==> src/rtl/swrst_pkg.sv <==
`timescale 1ns/1ps
// Package: shared keys, field positions and the control register type for
// the keyed software reset trigger. Assumes a 32-bit register port.
package swrst_pkg;
    localparam int DATA_W = 32;
    localparam int NUM_CPU = 2;
    localparam logic [DATA_W-1:0] KEY_UNLOCK = 32'h9696_9696;
    localparam logic [DATA_W-1:0] KEY_FIRE   = 32'h6969_6969;
    localparam int BIT_REQ_A = 31;
    localparam int BIT_REQ_B = 30;
    localparam int BIT_PERI  = 1;
    localparam int BIT_OTHER = 0;

    typedef struct packed {
        logic [NUM_CPU-1:0] req;      // req[0] = CPU A, req[1] = CPU B
        logic               peri_en;
        logic               other_en;
    } ctrl_t;
endpackage

==> src/rtl/swrst_key_lock.sv <==
`timescale 1ns/1ps
// Module: swrst_key_lock
// Tracks the unlock state from trigger-register writes and decodes the fire
// key. Assumes trig_wr is a single-cycle qualified write to the trigger offset.
module swrst_key_lock
    import swrst_pkg::*;
(
    input  logic              clk,
    input  logic              rst_n,
    input  logic              trig_wr,
    input  logic [DATA_W-1:0] wdata,
    output logic              unlocked,
    output logic              fire_key
);
    // Fire key decode: valid on any trigger write, locked or not.
    always_comb begin
        fire_key = trig_wr && (wdata == KEY_FIRE);
    end

    // Lock state: only the unlock key unlocks; every other trigger write relocks.
    always_ff @(posedge clk) begin
        if (!rst_n) begin
            unlocked <= 1'b0;
        end else if (trig_wr) begin
            unlocked <= (wdata == KEY_UNLOCK);
        end
    end
endmodule

==> src/rtl/swrst_ctrl_reg.sv <==
`timescale 1ns/1ps
// Module: swrst_ctrl_reg
// Holds the request and scope bits. Loads only while unlocked and clears the
// request bits when a reset is issued. Assumes ctrl_wr and clr_req never
// coincide, because both come from the single write port.
module swrst_ctrl_reg
    import swrst_pkg::*;
(
    input  logic  clk,
    input  logic  rst_n,
    input  logic  ctrl_wr,
    input  logic  unlocked,
    input  ctrl_t ctrl_d,
    input  logic  clr_req,
    output ctrl_t ctrl_q
);
    // Register update: guarded load, self-clear of requests on fire.
    always_ff @(posedge clk) begin
        if (!rst_n) begin
            ctrl_q <= '0;
        end else if (ctrl_wr && unlocked) begin
            ctrl_q <= ctrl_d;
        end else if (clr_req) begin
            ctrl_q.req <= '0;
        end
    end
endmodule

==> src/rtl/swrst_pulse_gen.sv <==
`timescale 1ns/1ps
// Module: swrst_pulse_gen
// Turns a fire event and the control bits into registered one-cycle reset
// and cause pulses. Assumes fire is high for at most one cycle at a time.
module swrst_pulse_gen
    import swrst_pkg::*;
(
    input  logic               clk,
    input  logic               rst_n,
    input  logic               fire,
    input  ctrl_t              ctrl,
    output logic [NUM_CPU-1:0] core_rst,
    output logic               peri_rst,
    output logic [NUM_CPU-1:0] cause
);
    logic [NUM_CPU-1:0] core_d;

    for (genvar g = 0; g < NUM_CPU; g++) begin : g_core
        localparam logic [NUM_CPU-1:0] OTHERS = ~(NUM_CPU'(1) << g);
        // Per-core request: own request, or another CPU's request when the
        // other-CPU scope bit is set.
        always_comb begin
            core_d[g] = fire && (ctrl.req[g] || (ctrl.other_en && |(ctrl.req & OTHERS)));
        end
    end

    // Output pulse registers: high for the single cycle after a fire.
    always_ff @(posedge clk) begin
        if (!rst_n) begin
            core_rst <= '0;
            peri_rst <= 1'b0;
            cause    <= '0;
        end else begin
            core_rst <= core_d;
            peri_rst <= fire && ctrl.peri_en;
            cause    <= fire ? ctrl.req : '0;
        end
    end
endmodule

==> src/rtl/swrst_keyed_trigger.sv <==
`timescale 1ns/1ps
// Module: swrst_keyed_trigger (top)
// Register-mapped keyed reset trigger with a control and a trigger register.
// Assumes the bus above has already qualified the access to this block;
// offsets not matching either register are ignored.
module swrst_keyed_trigger
    import swrst_pkg::*;
#(
    parameter int                ADDR_W   = 8,
    parameter logic [ADDR_W-1:0] CTRL_OFS = 'h60,
    parameter logic [ADDR_W-1:0] TRIG_OFS = 'h64
) (
    input  logic               clk,
    input  logic               rst_n,
    input  logic               wr_en,
    input  logic [ADDR_W-1:0]  addr,
    input  logic [DATA_W-1:0]  wdata,
    output logic [DATA_W-1:0]  rd_data,
    output logic [NUM_CPU-1:0] core_rst,
    output logic               peri_rst,
    output logic [NUM_CPU-1:0] cause
);
    logic  ctrl_wr, trig_wr, unlocked_q, fire_key, fire;
    ctrl_t ctrl_d, ctrl_q;

    // Write decode for the two offsets.
    always_comb begin
        ctrl_wr = wr_en && (addr == CTRL_OFS);
        trig_wr = wr_en && (addr == TRIG_OFS);
    end

    // Field extraction from write data into the control type.
    always_comb begin
        ctrl_d.req[0]   = wdata[BIT_REQ_A];
        ctrl_d.req[1]   = wdata[BIT_REQ_B];
        ctrl_d.peri_en  = wdata[BIT_PERI];
        ctrl_d.other_en = wdata[BIT_OTHER];
    end

    // Fire only when the key arrives with at least one request pending.
    always_comb begin
        fire = fire_key && (|ctrl_q.req);
    end

    swrst_key_lock u_lock (
        .clk      (clk),
        .rst_n    (rst_n),
        .trig_wr  (trig_wr),
        .wdata    (wdata),
        .unlocked (unlocked_q),
        .fire_key (fire_key)
    );

    swrst_ctrl_reg u_ctrl (
        .clk      (clk),
        .rst_n    (rst_n),
        .ctrl_wr  (ctrl_wr),
        .unlocked (unlocked_q),
        .ctrl_d   (ctrl_d),
        .clr_req  (fire),
        .ctrl_q   (ctrl_q)
    );

    swrst_pulse_gen u_pulse (
        .clk      (clk),
        .rst_n    (rst_n),
        .fire     (fire),
        .ctrl     (ctrl_q),
        .core_rst (core_rst),
        .peri_rst (peri_rst),
        .cause    (cause)
    );

    // Read mux: reserved bits zero, trigger shows the unlock key while unlocked.
    always_comb begin
        rd_data = '0;
        if (addr == CTRL_OFS) begin
            rd_data[BIT_REQ_A] = ctrl_q.req[0];
            rd_data[BIT_REQ_B] = ctrl_q.req[1];
            rd_data[BIT_PERI]  = ctrl_q.peri_en;
            rd_data[BIT_OTHER] = ctrl_q.other_en;
        end else if (addr == TRIG_OFS) begin
            rd_data = unlocked_q ? KEY_UNLOCK : '0;
        end
    end
endmodule

==> config.mk <==
export PLATFORM = sky130hd
export DESIGN_NAME = swrst_keyed_trigger
export DESIGN_NICKNAME = d
export VERILOG_FILES = /design/src/rtl/swrst_pkg.sv /design/src/rtl/swrst_key_lock.sv /design/src/rtl/swrst_ctrl_reg.sv /design/src/rtl/swrst_pulse_gen.sv /design/src/rtl/swrst_keyed_trigger.sv
export SDC_FILE = /design/constraint.sdc
export NUM_CORES = 1
export LEC_CHECK = 0
export BUFFER_PORTS_ARGS = -buffer_cell sky130_fd_sc_hd__buf_2
export CORE_UTILIZATION = 35
export DETAILED_ROUTE_END_ITERATION = 7
export HOLD_SLACK_MARGIN = 0.1
export PLACE_DENSITY = 0.87
export SLEW_MARGIN = 15
export SYNTH_ARGS = -nofsm -noshare
export SYNTH_HDL_FRONTEND = slang
export SYNTH_SLANG_ARGS = --single-unit
==> constraint.sdc <==
create_clock -name clk -period 3.8 [get_ports clk]
set_clock_uncertainty 0.1 [all_clocks]
set_input_delay 0 -clock clk [delete_from_list [all_inputs] [get_ports clk]]
set_output_delay 0 -clock clk [all_outputs]
set_load 0.05 [all_outputs]
**Word-level counts from Yosys, hierarchy flattened**

Cells that the tools add are included.

- Reductions and logical operators: 15
- Multiplexer cells: 7
- Eq/ne operators: 4

Operators with widths:

| operator | number |
|---|---|
| 32-bit 2-to-1 mux | 2 |
| 32-bit by 31-bit equality test with 1-bit output, second input constant | 1 |
| 32-bit equality test, second input constant | 1 |
| 28-bit 2-to-1 mux | 1 |
| 8-bit by 7-bit equality test with 1-bit output, second input constant | 2 |
| 1-bit logical AND | 10 |
| 2-bit 2-to-1 mux | 4 |
| 1-bit logical OR | 2 |
| 2-bit AND reduction | 1 |
| 2-bit nonzero test | 1 |
| 2-bit OR reduction | 1 |

- Input bits: 43
- Bits in registers: 10

**Depth between registers and ports, before layout**

Gate-level depths: netlist (run 1).

- Depth after elaboration: 6
- Gate-level depth with buffers: 4

**Hierarchy**

From an unflattened synthesis (run 1), not the netlist that was laid out.

- Cell total of the unflattened synthesis: 102
- Area total of the unflattened synthesis: 905.9 um^2

Modules (own cells, without submodules):

| module | instances | area an instance (um^2) | sequential area each (um^2) | cells each |
|---|---|---|---|---|
| swrst_keyed_trigger | 1 | 355.3 | 0.0 | 44 |
| swrst_key_lock | 1 | 247.7 | 20.0 | 28 |
| swrst_ctrl_reg | 1 | 158.9 | 80.1 | 17 |
| swrst_pulse_gen | 1 | 143.9 | 100.1 | 13 |

**Worst setup path before layout (run 1)**

No wires, ideal clock.

- Path type: input to output
- From: input addr[1]
- To: output rd_data[10]
- Arrival: 2141 ps
- Required time: 3700 ps
- Stages: 4
- Slack: 1559 ps
- Cell sequence: nor4b_1 nand2_1 nor2_1 buf_4

- Word-level cells in the longest chain between the ends: 3
- Elaborated cells between the ends (all ways): 4
- Those cells by class: eq/ne (2); mux (2)

Ends and longest elaborated chain:

| what | line | source |
|---|---|---|
| from (decl) | swrst_keyed_trigger.sv:16 | `input logic [ADDR_W-1:0] addr,` |
| 8-bit by 7-bit equality test with 1-bit output | swrst_keyed_trigger.sv:82 | `end else if (addr == TRIG_OFS) begin` |
| 32-bit 2-to-1 mux | swrst_keyed_trigger.sv:82 |  |
| 28-bit 2-to-1 mux (*) | swrst_keyed_trigger.sv:77 | `if (addr == CTRL_OFS) begin` |
| to (decl) | swrst_keyed_trigger.sv:18 | `output logic [DATA_W-1:0] rd_data,` |

Every way passes the cells marked *; elsewhere a longest branch is shown, timed or not.

**Worst setup path in the final report (run 1)**

- From: input wdata[1]
- To: register, netlist name u_ctrl.ctrl_q[3]

- Word-level cells in the longest chain between the ends: 4

Ends and longest elaborated chain:

| what | line | source |
|---|---|---|
| from (decl) | swrst_keyed_trigger.sv:17 | `input logic [DATA_W-1:0] wdata,` |
| 32-bit by 31-bit equality test with 1-bit output | swrst_key_lock.sv:17 | `fire_key = trig_wr && (wdata == KEY_FIRE);` |
| 1-bit logical AND | swrst_key_lock.sv:17 |  |
| 1-bit logical AND | swrst_keyed_trigger.sv:42 | `fire = fire_key && (\|ctrl_q.req);` |
| 2-bit nonzero test (no line) | n/a |  |

Every way passes these cells.
A chain may end at the register's enable or synchronous reset.

==> impl_metrics.py, run 1 <==
metrics = {
    "routing": {
        "dr.max_layer_used": "met4",
        "antenna_left": 0,
        "routed_wl_um": 2090,
        "wl_met2_um": 1020,
        "drcViolationCount": 0,
        "wl_met3_um": 236,
        "avgRoutedWirePerCell_um": 11.1,
        "vias": 917,
        "vias_per_cell": 4.85,
        "wl_met1_um": 809,
        "first_pass_iters": 4,
        "drt_iter0_drc": 14,
    },
    "sta": {
        "max_slew.worst_pin.slew_ns": 0.623,
        "hold_violations": 0,
        "grt_setup_unrepaired": "false",
        "holdWs_ns": 0.0958,
        "post-route-period-util_pct": 62.3,
        "slew_violations": 0,
        "maxSlewHeadroom_pct": 58.1,
        "fmax_ghz": 0.423,
        "setup_tns_ns": 0,
        "setup_viol": 0,
        "finalCriticalPeriod_ns": 2.37,
        "setup_slack_ns": 1.43,
    },
    "clock_tree": {
        "cts.sinks": 10,
        "cts_max_path_buffers": 2,
        "cts_tree": "done",
        "post_cts.repair.setup_buffers": 0,
        "clkLatencyLatePin_ns": 0.27,
        "clk_pin_slew_ns": 0.07,
        "cts-root-buf": "clkbuf_4",
        "cts_buffers": 3,
        "htreeDepth": 1,
    },
    "logic_synthesis": {
        "yosysSeqAreaShare_pct": 23.8,
        "avgSynthCellArea_um2": 8.58,
        "ys_ff_latch": 10,
        "netlist_area_um2": 841,
        "synth.top_cell.area_share_pct": 24.1,
        "synth-edff-count": 0,
        "yosysWarnings": 0,
        "synthFlopType": "dfxtp_1",
        "synthArstFlopShare_pct": 0,
        "ys_top_cells_by_area": "buf_4, dfxtp_1, nor4bb_1, nand4_1, nor4b_1",
        "synth.most_common_cell": "buf_4",
        "synth_common_cells": "buf_4, dfxtp_1, nor4bb_1",
        "syn_inst": 98,
        "netlist.top_cell.by_area": "buf_4",
        "synthDistinctLibCells": 27,
    },
    "power": {
        "total_power_uw": 272,
        "ir_drop_uv": 137,
        "power_density_nw_per_um2": 234,
        "p_leak_nw": 0.612,
    },
    "global_route": {
        "grt_pass1_wl_um": 3370,
        "grt_use_total_pct": 17.7,
        "grt_pass1_vias": 819,
        "antenna_found_initial": 0,
        "grt_start_max_net_pins": 15,
        "overflow": 0,
    },
    "cells_and_area": {
        "fin_nets": 205,
        "fin_cells": 189,
        "num_antenna_cells": 0,
        "syn_to_final_growth_pct": 38.4,
        "drive_gt1_share_pct": 44.1,
    },
    "die": {
        "core_area_um2": 2230,
        "initial_core_util_pct": 37.6,
        "dieArea_um2": 2600,
        "fp.dieW_um": 51.0,
        "rows": 17,
        "ios": 80,
        "die_h_um": 51.0,
    },
    "critical_path": {
        "critPathMaxStageDelay_ns": 0.54,
        "criticalPathCategory": "in2reg",
        "path_max_fanout": 3,
        "critPathSlowestCell": "or4_4",
        "arrival_ns": 2.43,
        "setup.worst_path.start_class": "input port",
        "path_common_cell": "dlygate4sd3_1",
        "cp_data_required_time_ns": 3.86,
        "path_cells": "dlygate4sd3_1, buf_2, nor4b_1, nand4_1, or4_4, a32o_1, dlygate4sd3_1",
        "end_kind": "flip-flop",
    },
    "placement": {
        "place_congestion": 0.746,
        "portBuffers": 65,
        "dp.cells": 177,
        "post-place-ws_ns": 1.73,
        "place.detailed.hpwl_um": 1660,
    },
    "flow_run": {
        "maxCapViolCount": 0,
    },
    "worst_hold_path": {
        "min_path_type": "in2reg",
    },
    "outcome": {
        "status": "completed",
    },
}
[metal layers]
layer	up-vias	track usage (%)
li1	450	-
met1	397	18.0
met2	66	33.1
met3	4	5.65
met4	0	6.94
met5	-	0
[flip-flops by register name (all words and copies together), names as in the netlist]
signal,cells
u_lock.unlocked,1
u_pulse.peri_rst,1
u_pulse.cause,2
u_pulse.core_rst,2
u_ctrl.ctrl_q,4
[area by class of cell]
type | instances | area, um^2
Inverter | 1 | 3.75
Multi-Input combinational cell | 73 | 483
Fill cell | 230 | 1070
Clock buffer | 4 | 36.3
Sequential cell | 10 | 200
Timing Repair Buffer | 73 | 405
Tap cell | 28 | 35.0
[cell families after synthesis]
logic type / Yosys count / synth area share [%]
simple gates: 49 / 42.3
compound gates: 8 / 6.55
flops: 10 / 23.8
buf+inv: 28 / 24.6
mux: 2 / 2.38
other cells: 1 / 0.446
[worst max-delay path, delay by kind of cell]
| kind | cells | cell delay (ns) |
|---|---|---|
| buffers and inverters | 3 | 1.19 |
| AND/OR/NAND/NOR | 3 | 1.02 |
| AO/OA/AOI/OAI | 1 | 0.22 |
[stage by stage]
stage | area (um^2) | utilization [%]
after floorplan | 890 | -
after global placement | 1050 | 46.9
after detailed placement | 1050 | 46.9
after CTS | 1160 | 52.1
after global routing | 1160 | 52.1
final | 1160 | 52.1
[worst paths after layout]
check                           startpoint                             to  slack, ns  depth (start not counted)
max                               wdata[1]  u_ctrl.ctrl_q[3]$_SDFFE_PN0P_       1.43                          7
min                                  wr_en  u_ctrl.ctrl_q[1]$_SDFFE_PN0P_        0.1                          4
max reg2reg  u_ctrl.ctrl_q[3]$_SDFFE_PN0P_  u_ctrl.ctrl_q[3]$_SDFFE_PN0P_       1.77                          5
min reg2reg  u_ctrl.ctrl_q[1]$_SDFFE_PN0P_    u_pulse.peri_rst$_SDFF_PN0_       0.41                          1
[where the power goes]
part           internal, mW  switching (mW)  total (mW)  leakage, nW
clock                0.0583          0.0384      0.0967       0.0210
combinational        0.0254          0.0452      0.0706        0.510
sequential            0.105               0       0.105       0.0805
total                 0.188          0.0836       0.272        0.612
[placed cells by master, fill, tap and decap left out, types with 2 or more instances in the layout]
cell            n
buf_2          65
conb_1         14
dfxtp_1        10
nor4bb_1        9
dlygate4sd3_1   8
nand2_1         5
nand4_1         5
a21oi_1         4
nor4b_1         3
nor3b_1         3
nor2_1          3
and2_1          3
nor2b_1         3
clkbuf_4        3
nand2b_1        2
and4b_1         2
nor4_1          2
and3_1          2
a32o_1          2
o21a_1          2
mux2i_1         2
[what timing repair did]
item                                   in CTS  in global routing
gates resized for setup                     0                  0
endpoints found under the hold margin       5                  0
hold buffers                                8                  0
Note: power is estimated with default switching activity, not from simulation.
==> run 2: changes to the inputs <==
Clock period 3.8 ns to 2.5 ns, I/O delays scaled along.
==> impl_metrics.py, run 2 (synthesis gave the netlist of run 1 again) <==
metrics = {
    "critical_path": {
        "arrival_ns": 2.43,
        "criticalPathCategory": "in2reg",
        "cp_data_required_time_ns": 2.55,
        "path_common_cell": "dlygate4sd3_1",
        "end_kind": "flip-flop",
        "crit_family": "buffers and inverters",
        "critPathSlowestCell": "or4_4",
        "setup.worst_path.start_class": "input port",
        "r2r-start": "u_ctrl.ctrl_q[2]$_SDFFE_PN0P_",
        "crit_path_start": "wdata[1]",
        "path_cells": "dlygate4sd3_1, buf_2, nor4b_1, nand4_1, or4_4, a32o_1, dlygate4sd3_1",
        "critPathMaxStageDelay_ns": 0.54,
        "path_max_fanout": 3,
        "reg2reg_slack_ns": 0.48,
        "path_buf_inv": 3,
    },
    "sta": {
        "setup_tns_ns": 0,
        "max_slew.worst_pin.slew_ns": 0.601,
        "setup_viol": 0,
        "maxSlewHeadroom_pct": 59.6,
        "post-route-period-util_pct": 95.2,
        "holdWs_ns": 0.111,
        "fmax_ghz": 0.420,
        "finalCriticalPeriod_ns": 2.38,
        "grt_setup_unrepaired": "false",
        "slew_violations": 0,
        "hold_violations": 0,
    },
    "cells_and_area": {
        "syn_to_final_growth_pct": 40.8,
        "largest_reg_flops": 4,
        "fin_nets": 207,
        "fill_cells": 216,
        "fin_cells": 191,
        "layout_commonest_cell": "buf_2",
        "multi_input_area_um2": 483,
        "postLayoutCoreUtil_pct": 53.0,
        "mostFrequentLayoutCells": "buf_2, conb_1, dlygate4sd3_1, dfxtp_1, nor4bb_1",
        "num_antenna_cells": 0,
        "reg_top3": "u_ctrl.ctrl_q (4), u_pulse.cause (2), u_pulse.core_rst (2)",
        "drive_gt1_share_pct": 43.6,
        "seq_area_um2": 200,
        "largest_register": "u_ctrl.ctrl_q",
    },
    "global_route": {
        "overflow": 0,
        "grt_pass1_wl_um": 3260,
        "grt_use_total_pct": 17.0,
        "grt_pass1_vias": 801,
        "antenna_found_initial": 0,
        "grt_start_max_net_pins": 15,
    },
    "clock_tree": {
        "cts_tree": "done",
        "clkLatencyLatePin_ns": 0.26,
        "clk_pin_slew_ns": 0.06,
        "cts.sinks": 10,
        "cts_resized": 0,
        "cts_buffers": 3,
        "cts_hold_repair.buffers": 10,
        "cts-root-buf": "clkbuf_4",
        "post_cts.repair.setup_buffers": 0,
        "htreeDepth": 1,
        "cts_max_path_buffers": 2,
    },
    "die": {
        "die_h_um": 51.0,
        "rows": 17,
        "initial_core_util_pct": 37.6,
        "dieArea_um2": 2600,
        "core_area_um2": 2230,
        "ios": 80,
        "fp.dieW_um": 51.0,
    },
    "worst_hold_path": {
        "min_path_type": "in2reg",
        "min_from": "wr_en",
    },
    "routing": {
        "vias": 905,
        "first_pass_iters": 3,
        "antenna_left": 0,
        "routed_wl_um": 2070,
        "avgRoutedWirePerCell_um": 10.8,
        "vias_per_cell": 4.74,
        "drcViolationCount": 0,
        "drt_iter0_drc": 10,
    },
    "outcome": {
        "status": "completed",
    },
    "placement": {
        "dp.cells": 177,
        "place.detailed.hpwl_um": 1630,
        "place_congestion": 0.746,
        "portBuffers": 65,
    },
    "power": {
        "pwr-share-clk_pct": 34.6,
        "total_power_uw": 409,
        "seq_power_share_pct": 38.9,
        "p_leak_nw": 0.626,
        "power_switching_uw": 123,
        "ir_drop_uv": 252,
        "p_sw_share_pct": 30.0,
        "pwr-share-comb_pct": 26.5,
        "p_int_uw": 287,
        "power_density_nw_per_um2": 346,
    },
    "flow_run": {
        "maxCapViolCount": 0,
    },
}
==> run 2: cell count changes in the layout (fill, tap and decap cells not counted), sizes merged <==
| cell | delta |
|---|---|
| dlygate4sd3 | +2 |
==> run 2: tightest hold or removal path: stages <==
cell	delay, ns
buf_2	0.12
nand4_1	0.15
mux2i_1	0.09
nor2_1	0.07
==> run 2: layer usage <==
layer / global-route usage (%) / vias to the layer above / wire length (um)
li1: - / 457 / -
met1: 17.3 / 382 / 812
met2: 32.7 / 64 / 1010
met3: 5.65 / 2 / 232
met4: 4.17 / 0 / 8
met5: 0 / - / 0
==> run 2: final timing paths <==
| check | end | depth (start not counted) |
|---|---|---|
| worst max register to register | u_ctrl.ctrl_q[2]$_SDFFE_PN0P_ | 5 |
| worst max-delay path | u_ctrl.ctrl_q[2]$_SDFFE_PN0P_ | 7 |
| worst min register to register | u_pulse.peri_rst$_SDFF_PN0_ | 1 |
| worst min-delay path | u_ctrl.ctrl_q[1]$_SDFFE_PN0P_ | 4 |
==> run 2: layout make-up <==
| class | instances | share of cell area, % |
|---|---|---|
| multi-input combinational | 73 | 40.8 |
| sequential | 10 | 16.9 |
| timing repair buffer | 75 | 35.9 |
| clock buffer | 4 | 3.07 |
| tap | 28 | 2.96 |
| inverter | 1 | 0.317 |
==> run 2: power by group through the flow <==
stage / combinational (mW) / sequential [mW] / clock, mW
6_report: 0.108 / 0.159 / 0.142
5_1_grt: 0.116 / 0.159 / 0.154
4_1_cts: 0.108 / 0.159 / 0.149
3_5_place_dp: 0.101 / 0.163 / 0
3_3_place_gp: 0.0999 / 0.163 / 0
2_1_floorplan: 0.0764 / 0.163 / 0
==> run 2: stage by stage <==
step           worst slack [ns]  area [um^2]
6_report                  0.121         1180
5_1_grt                  0.0235         1180
4_1_cts                   0.111         1180
3_5_place_dp              0.435         1050
3_3_place_gp              0.456         1050
2_1_floorplan             0.259          890
